## config.mk

```make
export PLATFORM = sky130hd
export DESIGN_NAME = free_timer
export DESIGN_NICKNAME = d
export VERILOG_FILES = /design/src/rtl/tmr_pkg.sv /design/src/rtl/tmr_prescale.sv /design/src/rtl/tmr_count.sv /design/src/rtl/tmr_taps.sv /design/src/rtl/tmr_hold.sv /design/src/rtl/free_timer.sv
export SDC_FILE = /design/constraint.sdc
export NUM_CORES = 1
export LEC_CHECK = 0
export ABC_AREA = 1
export CAP_MARGIN = 20
export CORE_MARGIN = 4
export CORE_UTILIZATION = 45
export CTS_CLUSTER_SIZE = 20
export DETAILED_ROUTE_END_ITERATION = 10
export PLACE_DENSITY_LB_ADDON = 0.08
export SYNTH_ARGS = -nofsm -noshare
export SYNTH_HDL_FRONTEND = slang
export SYNTH_SLANG_ARGS = --single-unit
```

## constraint.sdc

```tcl
create_clock -name clk -period 1.9 [get_ports clk]
set_clock_uncertainty 0.15 [all_clocks]
set_input_delay 0.285 -clock clk [delete_from_list [all_inputs] [get_ports clk]]
set_output_delay 0.285 -clock clk [all_outputs]
set_load 0.02 [all_outputs]
```

## src/rtl/tmr_pkg.sv

```systemverilog
package tmr_pkg;

    typedef struct packed {
        logic slow;
        logic fast;
    } tmr_irq_t;

    function automatic int div_bits(input int div);
        return (div > 1) ? $clog2(div) : 1;
    endfunction

    function automatic int pick_tap(input int idx, input int w_fast, input int w_slow);
        return (idx == 0) ? w_fast : w_slow;
    endfunction

endpackage

```

## src/rtl/tmr_prescale.sv

```systemverilog
module tmr_prescale #(
    parameter int DIV = 6
) (
    input  logic clk,
    input  logic rst,
    output logic tick_o
);
    localparam int PW = tmr_pkg::div_bits(DIV);
    localparam logic [PW-1:0] LAST = PW'(DIV - 1);

    logic [PW-1:0] pre_q;

    assign tick_o = (pre_q == LAST);

    always_ff @(posedge clk) begin
        if (rst)         pre_q <= '0;
        else if (tick_o) pre_q <= '0;
        else             pre_q <= pre_q + 1'b1;
    end

    // prescaler never leaves its range
    a_r2_pre_range: assert property (@(posedge clk) disable iff (rst) pre_q <= LAST);
endmodule

```

## src/rtl/tmr_count.sv

```systemverilog
module tmr_count #(
    parameter int W = 12
) (
    input  logic         clk,
    input  logic         rst,
    input  logic         tick_i,
    output logic [W-1:0] count_o
);
    logic [W-1:0] cnt_q;

    always_ff @(posedge clk) begin
        if (rst)         cnt_q <= '0;
        else if (tick_i) cnt_q <= cnt_q + 1'b1;
    end

    assign count_o = cnt_q;

    a_r2_holds_without_tick: assert property (@(posedge clk) disable iff (rst)
        !tick_i |=> $stable(cnt_q));
    a_r3_wrap_to_zero: assert property (@(posedge clk) disable iff (rst)
        (tick_i && (&cnt_q)) |=> (cnt_q == '0));
endmodule

```

## src/rtl/tmr_taps.sv

```systemverilog
module tmr_taps #(
    parameter int FAST_W = 7,
    parameter int SLOW_W = 10
) (
    input  logic                          clk,
    input  logic                          rst,
    input  logic                          tick_i,
    input  logic [SLOW_W-1:0]             cnt_i,
    output tmr_pkg::tmr_irq_t             irq_o
);
    logic [1:0] irq_q;

    for (genvar g = 0; g < 2; g++) begin : g_tap
        localparam int TW = tmr_pkg::pick_tap(g, FAST_W, SLOW_W);
        always_ff @(posedge clk) begin
            if (rst) irq_q[g] <= 1'b0;
            else     irq_q[g] <= tick_i && (&cnt_i[TW-1:0]);
        end
        a_r7_single_pulse: assert property (@(posedge clk) disable iff (rst)
            irq_q[g] |=> !irq_q[g]);
    end

    assign irq_o.fast = irq_q[0];
    assign irq_o.slow = irq_q[1];

    // slow tap coincides with a fast tap
    a_r5_slow_nested: assert property (@(posedge clk) disable iff (rst)
        irq_o.slow |-> irq_o.fast);
    // fast pulse follows a step out of an all-ones low field
    a_r4_fast_cause: assert property (@(posedge clk) disable iff (rst)
        (tick_i && (&cnt_i[FAST_W-1:0])) |=> irq_o.fast);
endmodule

```

## src/rtl/tmr_hold.sv

```systemverilog
module tmr_hold #(
    parameter int HW = 4
) (
    input  logic          clk,
    input  logic          rst,
    input  logic          rd_i,
    input  logic [HW-1:0] hi_i,
    output logic [HW-1:0] hi_o
);
    logic [HW-1:0] hold_q;

    always_ff @(posedge clk) begin
        if (rst)       hold_q <= '0;
        else if (rd_i) hold_q <= hi_i;
    end

    assign hi_o = hold_q;

    a_r6_hold_stable: assert property (@(posedge clk) disable iff (rst)
        !rd_i |=> $stable(hold_q));
    a_r6_capture: assert property (@(posedge clk) disable iff (rst)
        rd_i |=> (hold_q == $past(hi_i)));
endmodule

```

## src/rtl/free_timer.sv

```systemverilog
module free_timer #(
    parameter int CLK_DIV = 6,
    parameter int CNT_W   = 12,
    parameter int LO_W    = 8,
    parameter int FAST_W  = 7,
    parameter int SLOW_W  = 10
) (
    input  logic                 clk,
    input  logic                 rst,
    input  logic                 lo_rd_i,
    output logic [LO_W-1:0]      cnt_lo_o,
    output logic [CNT_W-LO_W-1:0] cnt_hi_o,
    output logic                 irq_fast_o,
    output logic                 irq_slow_o
);
    localparam int HI_W = CNT_W - LO_W;

    logic              tick;
    logic [CNT_W-1:0]  count;
    tmr_pkg::tmr_irq_t irq;

    tmr_prescale #(.DIV(CLK_DIV)) u_pre (
        .clk(clk), .rst(rst), .tick_o(tick)
    );

    tmr_count #(.W(CNT_W)) u_cnt (
        .clk(clk), .rst(rst), .tick_i(tick), .count_o(count)
    );

    tmr_taps #(.FAST_W(FAST_W), .SLOW_W(SLOW_W)) u_taps (
        .clk(clk), .rst(rst), .tick_i(tick),
        .cnt_i(count[SLOW_W-1:0]), .irq_o(irq)
    );

    tmr_hold #(.HW(HI_W)) u_hold (
        .clk(clk), .rst(rst), .rd_i(lo_rd_i),
        .hi_i(count[CNT_W-1:LO_W]), .hi_o(cnt_hi_o)
    );

    assign cnt_lo_o   = count[LO_W-1:0];
    assign irq_fast_o = irq.fast;
    assign irq_slow_o = irq.slow;

    // reset leaves cleared outputs and no pulse
    a_r1_reset_clear: assert property (@(posedge clk)
        rst |=> (cnt_lo_o == '0 && cnt_hi_o == '0 && !irq_fast_o && !irq_slow_o));
endmodule

```

==> results.md <==
- Status: completed
- Max Freq: between 500 and 600 MHz
- Worst Path Buf+Inv: 1
- Layout cell share with drive strength beyond 1: between 6 and 7%
- Period Utilization, post-route: a little over nine tenths
- Final min period: approximately 1.8 ns
- Slowest cell on crit path: clkdlybuf4s50_1
- Min-Delay Path Class: flip-flop to flip-flop
- Min setup slack post-route: approximately 0.10 ns
- Clk buf depth: 2
- Setup crit end kind: output port
- Cells after Synth: around 130
- Drt via density: around 4.6
- Setup TNS: 0 ns
- R2R depth: 6
- Largest delay contributor family on the critical path: buffers and inverters
- First-pass GRT wire length: about 3000 um
- PD cells: ~630 nW/um2
- Syn-to-layout area delta: 15.4%
- Worst Setup Start Kind: flip-flop
- Crit Path Class: flip-flop to output port
- Post-synthesis sequential area ratio: between 40% and 50%
- Routed length per instance: approximately 10 um
- Seq. cell area: roughly 420 um2
- Detailed Route Iter0 Violations: 13
- CTS tree: built
- Synthesized Nets: between 100 and 150
- Slew headroom: 70.2%
- Peak supply drop: between 0.0004 and 0.0005 V
- Synthesized area: between 900 and 1000 um2
- RSZ-0062 raised after global routing: no
- CTS sink count: 21
- Crit path depth: 1
- Area of the multi-input gates: 433 um2
- Slew Limit Fails: 0
- Initial antenna violation count: 0
- Pre-CTS WS: roughly 0.22 ns
- Crit-path cells: clkdlybuf4s50_1
- Gr usage total: approximately 14%
- Synth area leaders: dfxtp_1, nand2_1, nor2_1
- Fin area: 1140 um2
- Post-synth top area cell: dfxtp_1
- Hold buffers post-CTS: 0
- Total of fill cells in the finished design: 203
- WHS Path Cells: 1
- IO Pins: 17
- Hold Vio Cnt, Final: 0
- Yosys reg bits: 21
- Post-CTS Setup Repair Bufs: 0
- Core Area: approximately 2000 um2
- Leak: 0.468 nW
- Nets: about 150
- Resize count post-CTS: 0
- Via Count: 791
- YS warnings: 0
- Dpl cells: between 150 and 200
- Chip Width: between 50 and 60 um
- CP Data Arrival Time: around 1.4 ns
- DPL Wire Length: between 1000 and 1500 um
- Worst-margin pin slew: 0.447 ns
- Total gr overflow: 0
- Rows: 16
- Vias in the first global route: roughly 750
- Syn_area_per_cell: between 7 and 8 um2
- Area of the die: 3010 um2
- Largest net degree at the start of global routing: 17
- Die height: approximately 55 um
- I/O Buffers: 16
- Worst path required time: between 1 and 1.5 ns
- Overall Power: between 0.7 and 0.8 mW
- Starting density of the core: around half
- Most common cell after layout, fill and taps aside: nand2_1
- Root buffer cell: clkbuf_4
- Max_cap viols: 0
- Number of setup violations in the final report: 0
- Detailed Routing Iterations Pass 1: 5
- N_diodes: 0
- Post-Layout Cell Count: 171
- Clk slew on worst S/H paths: 0.11 ns
- Area share of the largest cell type after synthesis: between 40% and 50%
- Cell variety after synth: 17
- Most frequent cells in the layout: nand2_1, nor2_1, dfxtp_1
- H-Tree Depth: 1
- Worst-skew pair later-pin latency: ~0.30 ns
- GP Congestion: ~0.78
- Crit path max fanout: 5
- Slowest stage delay, CP: between 0.6 and 0.7 ns
- ANT nets after route: 0
- DR DRC count: 0
- Post-Route WL: ~1800 um
- Number of buffers created by CTS: 3
- DP Area: 1110 um2
logic make-up after synthesis:
family,share of synthesized area (%)
AO/OA/AOI/OAI,7.09
XOR/XNOR,0.886
adder cells (fa/ha/maj),3.80
buffers and inverters,13.7
flip-flops,42.5
AND/OR/NAND/NOR,32.0
flip-flops by register name (all words and copies together) (netlist names):
register       cells
u_hold.hi_o        4
u_taps.irq_o       2
u_pre.pre_q        3
u_cnt.count_o     12
path summary, 6_finish.rpt:
path | slack (ns) | to | start
hold / removal | 0.31 | u_pre.pre_q[0]$_SDFF_PP0_ | u_pre.pre_q[0]$_SDFF_PP0_
hold reg to reg | 0.31 | u_pre.pre_q[0]$_SDFF_PP0_ | u_pre.pre_q[0]$_SDFF_PP0_
setup reg to reg | 0.46 | u_cnt.count_o[6]$_SDFFE_PP0P_ | u_cnt.count_o[0]$_SDFFE_PP0P_
setup / recovery | 0.10 | cnt_lo_o[7] | u_cnt.count_o[7]$_SDFFE_PP0P_
cells in the mapped netlist (all sizes together):
| library cell | instances |
|---|---|
| a21oi | 7 |
| nor2 | 24 |
| buf | 9 |
| nand2 | 29 |
| ha | 3 |
| nor3b | 1 |
| o21ai | 7 |
| dfxtp | 21 |
| nand3 | 8 |
| xnor2 | 1 |
| nand4 | 3 |
| inv | 18 |
| nor3 | 2 |
area by class of cell:
cell class / count / area share, %
clock buffer: 4 / 2.30
inverter: 18 / 5.92
multi-input combinational: 85 / 37.9
sequential: 21 / 36.8
tap: 27 / 2.96
timing repair buffer: 16 / 14.0
layer usage:
metal / share of wire, % / global-route usage [%] / vias up
met4: 0.68 / 3.73 / 0
met2: 46 / 23.2 / 17
met5: 0 / 0 / -
li1: - / - / 431
met3: 5.4 / 6.27 / 2
met1: 48 / 16.5 / 341
stage by stage:
step	hold WS (ns)	utilization [%]
6_report	0.312	56.4
5_1_grt	0.346	56.4
4_1_cts	0.319	56.4
3_5_place_dp	0.293	55.1
3_3_place_gp	0.287	55.1
2_1_floorplan	0.205	-
where the power goes:
part | internal (mW) | switching (mW)
Combinational | 0.0242 | 0.0307
Clock | 0.0818 | 0.126
Sequential | 0.451 | 0.00786
Note: power is estimated with default switching activity, not from simulation.
